<file path="src/rtl/ems_window_xlate.sv">
module ems_window_xlate #(
  parameter int AW       = 20,
  parameter int PW       = 11,
  parameter int OFFW     = 14,
  parameter int NSLOT    = 4,
  parameter logic [AW-1:0] WIN_BASE = 20'hD0000,
  parameter logic [15:0]   IO_BASE  = 16'h0208
) (
  input  logic             clk,
  input  logic             rst_n,
  input  logic [AW-1:0]    addr,
  input  logic [15:0]      io_addr,
  input  logic             io_wr,
  input  logic [15:0]      io_wdata,
  output logic [15:0]      io_rdata,
  output logic             io_rd_hit,
  output logic             base_sel,
  output logic [AW-1:0]    base_addr,
  output logic             ems_sel,
  output logic [PW+OFFW-1:0] ems_addr,
  output logic             unmapped
);
  localparam int SW  = $clog2(NSLOT);
  localparam int WHI = OFFW + SW;
  localparam int EW  = PW + OFFW;

  logic [PW-1:0]    page [NSLOT];
  logic [NSLOT-1:0] en;

  logic [15:0]   port_off;
  logic          port_hit;
  logic [SW-1:0] port_idx;

  assign port_off  = io_addr - IO_BASE;
  assign port_hit  = (io_addr >= IO_BASE) && (port_off < 16'(NSLOT));
  assign port_idx  = port_off[SW-1:0];
  assign io_rd_hit = port_hit;
  assign io_rdata  = port_hit ? {en[port_idx], 15'(page[port_idx])} : 16'h0;

  always_ff @(posedge clk) begin
    if (!rst_n) begin
      en <= '0;
      for (int i = 0; i < NSLOT; i++) page[i] <= '0;
    end else if (io_wr && port_hit) begin
      en[port_idx]   <= io_wdata[15];
      page[port_idx] <= io_wdata[PW-1:0];
    end
  end

  logic          in_win;
  logic [SW-1:0] slot;
  assign in_win = (addr[AW-1:WHI] == WIN_BASE[AW-1:WHI]);
  assign slot   = addr[WHI-1:OFFW];

  always_ff @(posedge clk) begin
    if (!rst_n) begin
      base_sel  <= 1'b0;
      ems_sel   <= 1'b0;
      unmapped  <= 1'b0;
      base_addr <= '0;
      ems_addr  <= '0;
    end else begin
      base_sel  <= !in_win;
      ems_sel   <= in_win && en[slot];
      unmapped  <= in_win && !en[slot];
      base_addr <= addr;
      ems_addr  <= {page[slot], addr[OFFW-1:0]};
    end
  end

  logic started;
  always_ff @(posedge clk) started <= rst_n;

  p_onehot_sel_r9: assert property (@(posedge clk) disable iff (!rst_n)
    started |-> $countones({base_sel, ems_sel, unmapped}) == 1);

  p_base_pass_r8: assert property (@(posedge clk) disable iff (!rst_n)
    (addr[AW-1:WHI] != WIN_BASE[AW-1:WHI]) |=> (base_sel && base_addr == $past(addr)));

  p_offset_keep_r6: assert property (@(posedge clk) disable iff (!rst_n)
    ems_sel |-> ems_addr[OFFW-1:0] == base_addr[OFFW-1:0]);

  p_stray_port_r4: assert property (@(posedge clk) disable iff (!rst_n)
    (io_wr && !io_rd_hit) |=> ($stable(en)));

  p_no_hit_zero_r4: assert property (@(posedge clk) disable iff (!rst_n)
    !io_rd_hit |-> io_rdata == 16'h0);

  p_disabled_r7: assert property (@(posedge clk) disable iff (!rst_n)
    unmapped |-> !ems_sel && !base_sel);
endmodule

</file>
<file path="config.mk">
export PLATFORM = sky130hd
export DESIGN_NAME = ems_window_xlate
export DESIGN_NICKNAME = d
export VERILOG_FILES = /design/src/rtl/ems_window_xlate.sv
export SDC_FILE = /design/constraint.sdc
export NUM_CORES = 1
export LEC_CHECK = 0
export BUFFER_PORTS_ARGS = -buffer_cell sky130_fd_sc_hd__buf_2
export CAP_MARGIN = 0
export CORE_MARGIN = 4
export CORE_UTILIZATION = 25
export DETAILED_ROUTE_END_ITERATION = 6
export PLACE_DENSITY_LB_ADDON = 0.12
export RECOVER_POWER = 100
export SETUP_SLACK_MARGIN = 0.5
export SYNTH_ARGS = -nofsm -noshare
export SYNTH_HDL_FRONTEND = slang
export SYNTH_SLANG_ARGS = --single-unit
</file>
<file path="constraint.sdc">
create_clock -name clk -period 2.5 [get_ports clk]
set_input_delay 0.25 -clock clk [delete_from_list [all_inputs] [get_ports clk]]
set_output_delay 0.25 -clock clk [all_outputs]
set_load 0.01 [all_outputs]
</file>
# Yosys cells after proc, flatten, opt, wreduce, memory -nomap -nowiden
# Memory sizes are Yosys's and may differ from the RTL's. A register that Yosys moved wholly into a read port is not among the register bits.
# Cells that the tools add are included.
[totals]
inputBits = 55
out_inout_bits = 65
wordCells = 38
reg_bits = 52
n_memories = 1
ramBits = 44
[memory_table]
columns = ["memory", "words", "width", "rd", "rd_ports_with_merged_regs", "wr", "line", "text"]
rows = [
  ["page", 4, 11, 2, 1, 4, "27", "logic [PW-1:0] page [NSLOT];"],
]
[classes]
eq_ne = 1
muxes = 15
n_lt_le_gt_ge = 5
add_sub_neg = 1
n_reduce_logical = 9
[ops]
columns = ["operator", "count"]
rows = [
  ["$ge A16 B10 Y1 const B", 1],
  ["$lt A16 B3 Y1 const B", 1],
  ["$mux W16", 1],
  ["$sub A16 B10 Y16 const B", 1],
  ["$mux W11", 1],
  ["$reduce_or A11 Y1", 1],
  ["$mux W1", 8],
  ["$lt A2 B3 Y1 const B", 2],
  ["$logic_and A1 B1 Y1", 5],
  ["$bmux W1 S2", 2],
  ["$bwmux W4", 1],
  ["$eq A4 B4 Y1 const B", 1],
  ["$logic_not A1 Y1", 3],
  ["$demux W1 S2", 1],
  ["$ge A2 B1 Y1 const B", 1],
  ["$mux W2", 1],
]

# Logic depth before layout (Yosys ltp)
[depth]
ltp_word = 9
depth_mapped = 9
ltp_nobuf = 7

# Least setup slack after synthesis
# Ideal clock, no wire load.
[synth_path]
kind = "input -> register"
startpoint = "in io_addr[3]"
endpoint = "mem page[0][0] (enable)"
required_time_ns = 2.155
slack_ns = 0.507
setup_time_ns = 0.345
path_buffers = 1
arrival_time_ns = 1.648
stages = 7
cell_sequence = "inv_1 > ha_1 > xor2_1 > a2111oi_2 > buf_6 > nand4_2 > nand2_1"
[synth_rtl]
columns = ["item", "line", "text"]
rows = [
  ["start: declaration", "12", "input logic [15:0] io_addr,"],
  ["end: declaration", "27", ""],
]

# Worst setup path after layout
[layout_path]
startpoint = "in io_addr[3]"
endpoint = "out io_rdata[15]"
[layout_between]
elab_chain_len = 4
elab_cells_between_ends = 5
classes_between = "add/sub (1); order compare (2); mux (1); reduce/logical (1)"
[layout_lines]
columns = ["item", "line", "text"]
rows = [
  ["$sub A16 B10 Y16", "34", "assign port_off = io_addr - IO_BASE;"],
  ["$lt A16 B3 Y1", "35", "assign port_hit = (io_addr >= IO_BASE) && (port_off < 16'(NSLOT));"],
  ["$logic_and A1 B1 Y1 *", "35", ""],
  ["$mux W16 *", "38", "assign io_rdata = port_hit ? {en[port_idx], 15'(page[port_idx])} : 16'h0;"],
  ["end: declaration", "15", "output logic [15:0] io_rdata,"],
]
# Every way passes the cells marked *; elsewhere a longest branch is shown, timed or not.

==> key figures <==
Placed design
  • RePlAce Congestion: 0.7057
  • PortBufs: 111
  • DP Area: 4433 um^2
  • Placed cells: 567
  • DP Wirelength: 6684 um

Timing
  • Fin Clk Skew: 0.005118 ns
  • RSZ-0062 raised after global routing: false
  • Setup tns final: 0 ns
  • Period utilisation layout: 86.04%
  • Hold slack: 0.1075 ns
  • Highest clock rate: 464.9 MHz
  • Fin. Hold Viols: 0
  • Worst-margin pin slew: 1.728 ns
  • Post-layout min period: 2.151 ns
  • Setup violators final: 0
  • Max-Slew Margin vs Limit: -15.18%
  • Max Slew Vio Count: 44

Global routing
  • Total gr overflow: 0
  • Initial antenna violation count: 0
  • First-pass GRT wire length: 15,120 um
  • Total GRT Usage: 12.25%
  • Vias in the first global route: 2,626
  • Largest net degree at the start of global routing: 44

Yosys
  • Ys flop type: edfxtp_1
  • Cells after synthesis: 294
  • Mapped Area: 3769 um^2
  • Synth area leader: edfxtp_1
  • Synth cell count leaders: 47 x nor2_1, 44 x edfxtp_1, 38 x dfxtp_1
  • Number of synthesized flops with an enable pin: 44
  • Yosys reg bits: 82
  • Sequential area share after synthesis: 55.25%
  • Most area-consuming cells after synthesis: edfxtp_1 35%, dfxtp_1 20%, mux4_2 14%
  • Yosys cell types: 38
  • Avg Inst Size Synth: 12.82 um^2
  • Dominant cell by count in the synthesized netlist: nor2_1
  • Synth async-reset ratio: 0%
  • Synth Warn #: 0
  • Top-area cell type share of the netlist area: 35.06%

CTS
  • Skew-Pair Late Insertion Delay: 0.35 ns
  • CTS Buffer Depth: 2
  • CTS tree: built
  • Root Driver: clkbuf_16
  • Clock slew at reported path FFs: 0.06 ns
  • CTS H-tree depth: 3
  • Hold-fix buffers, CTS: 0
  • CTS Buf Count: 9
  • CTS sink cnt: 82

Setup path
  • Top delay family on crit path: buffers and inverters
  • Required time of the critical path: 2.25 ns
  • Worst Path Arrival: 1.90 ns
  • Largest stage delay, worst path: 0.40 ns
  • Setup crit end kind: output pin
  • Worst setup SP type: primary input
  • CP Cell Sequence: buf_2 -> inv_1 -> ha_4 -> nor2b_4 -> and4_4 -> a211oi_1 -> buf_6 -> buf_12 -> and3_2 -> clkbuf_1
  • Worst path slowest cell: a211oi_1
  • Worst-path fanout max: 5
  • Buf/Inv on CP: 5
  • Setup CP Type: in -> out

Power and ir drop
  • Power Density: 677.5 nW/um^2
  • LEAKAGE: 1.922 nW
  • Peak supply drop: 0.3503 mV

Cells and area
  • Fin util: 34.38%
  • Nets: 467
  • Diode count: 0
  • Layout Area Growth over Synthesis: 33.60%
  • Share of cells above drive strength 1: 34.62%
  • Fin cells: 600
  • # fillers: 1,525
  • Post-Layout Inst Area: 5035 um^2

Floorplanning
  • Die area: 17,100 um^2
  • Rows: 44
  • Die X: 130.8 um
  • Initial core utilization: 25.73%
  • Die H: 130.8 um
  • I/O Pins: 120
  • Core Area: 14,640 um^2

Outcome
  • Failing checks: max-capacitance violations, max-slew violations
  • Status: finished, violations left

Routing
  • Via density: 4.362
  • Routed via count: 2,617
  • Wire per inst: 17.76 um
  • Starting DRC count in detailed routing: 81
  • Pre-antenna DRT Iters: 4
  • Remaining DRCs: 0
  • WL final: 10,660 um
  • ANT nets after route: 0

Worst hold path
  • Min-delay worst type: in -> reg

Flow run
  • Max_cap viols: 1
## routing by layer
metal	GRT usage (%)	part of all wire, %	wire length [um]	vias to the layer above
li1	-	-	-	1264
met1	14.89	42	4498	1281
met2	20.68	51	5483	59
met3	2.439	4.1	433	13
met4	6.110	2.2	239	0
met5	0	0	0	-
## state kept, by name, indices dropped and copies added, names as in the netlist
name,cells
page,44
base_addr,20
ems_addr,11
en,4
base_sel,1
ems_sel,1
unmapped,1
## cell families (layout without fill, tap and decap cells)
group	Yosys count	count (layout)	share of synthesized area, %
simple gates	135	135	19.75
flops	82	82	55.25
buf+inv	40	159	7.304
mux	28	28	15.41
compound gates	6	6	1.627
fa+ha+maj	1	1	0.3320
other cells	1	4	0.09951
xor+xnor	1	1	0.2324
## cell usage in the layout (no fill, tap or decap), types with 3 or more instances in the layout
cell type  count
clkbuf_1      61
bufinv_16      3
edfxtp_1      44
mux2i_1        4
and3_1        12
buf_12         4
nand3_4        3
and2_0        13
and2_1        19
buf_2         50
clkbuf_16     12
buf_4         11
buf_6          8
mux4_2        24
nand4_2        3
conb_1         4
dfxtp_1       38
nor2_1        46
nand2_1       21
## per-stage QoR
| stage | setup WS, ns | total power [mW] |
|---|---|---|
| finish | 0.3489 | 3.411 |
| global route | 0.2528 | 3.552 |
| CTS | 0.4567 | 3.445 |
| detailed placement | 0.3200 | 1.869 |
| global placement | 0.3034 | 1.867 |
| floorplan | 0.5075 | 1.734 |
## worst register-to-register path: stages (launching register included)
cell and delay (ns):
edfxtp_1 0.39, mux4_2 0.50, and2_1 0.17
## final cells by class
type,count,area (um^2),area share (%)
Clock buffer,10,229.0,4.548
Multi-Input combinational cell,175,1520,30.19
Tap cell,184,230.2,4.573
Timing Repair Buffer,139,843.3,16.75
Sequential cell,82,2082,41.35
Clock inverter,6,115.1,2.286
Inverter,4,15.01,0.2982
## report_power, final
group / switching (mW) / internal [mW] / total, mW
registers: 0.0260 / 1.48 / 1.51
clock network: 0.563 / 0.980 / 1.54
logic: 0.186 / 0.172 / 0.358
total: 0.775 / 2.64 / 3.41
## worst paths after layout
kind                            startpoint           end  slack, ns  cells past startpoint
worst max register to register  page[3][4]  ems_addr[18]       1.33                      2
worst min register to register       en[3]         en[3]       0.48                      2
worst max-delay path            io_addr[3]  io_rdata[15]       0.35                     10
worst min-delay path               addr[4]  base_addr[4]       0.11                      2
## timing repair
item | CTS | global route
setup endpoints to repair | 7 | 13
pin swaps | 1 | 6
gates resized for setup | 11 | 26
buffers inserted | 1 | 12
cloned | 1 | 3
(Power assumes the default switching activity.)
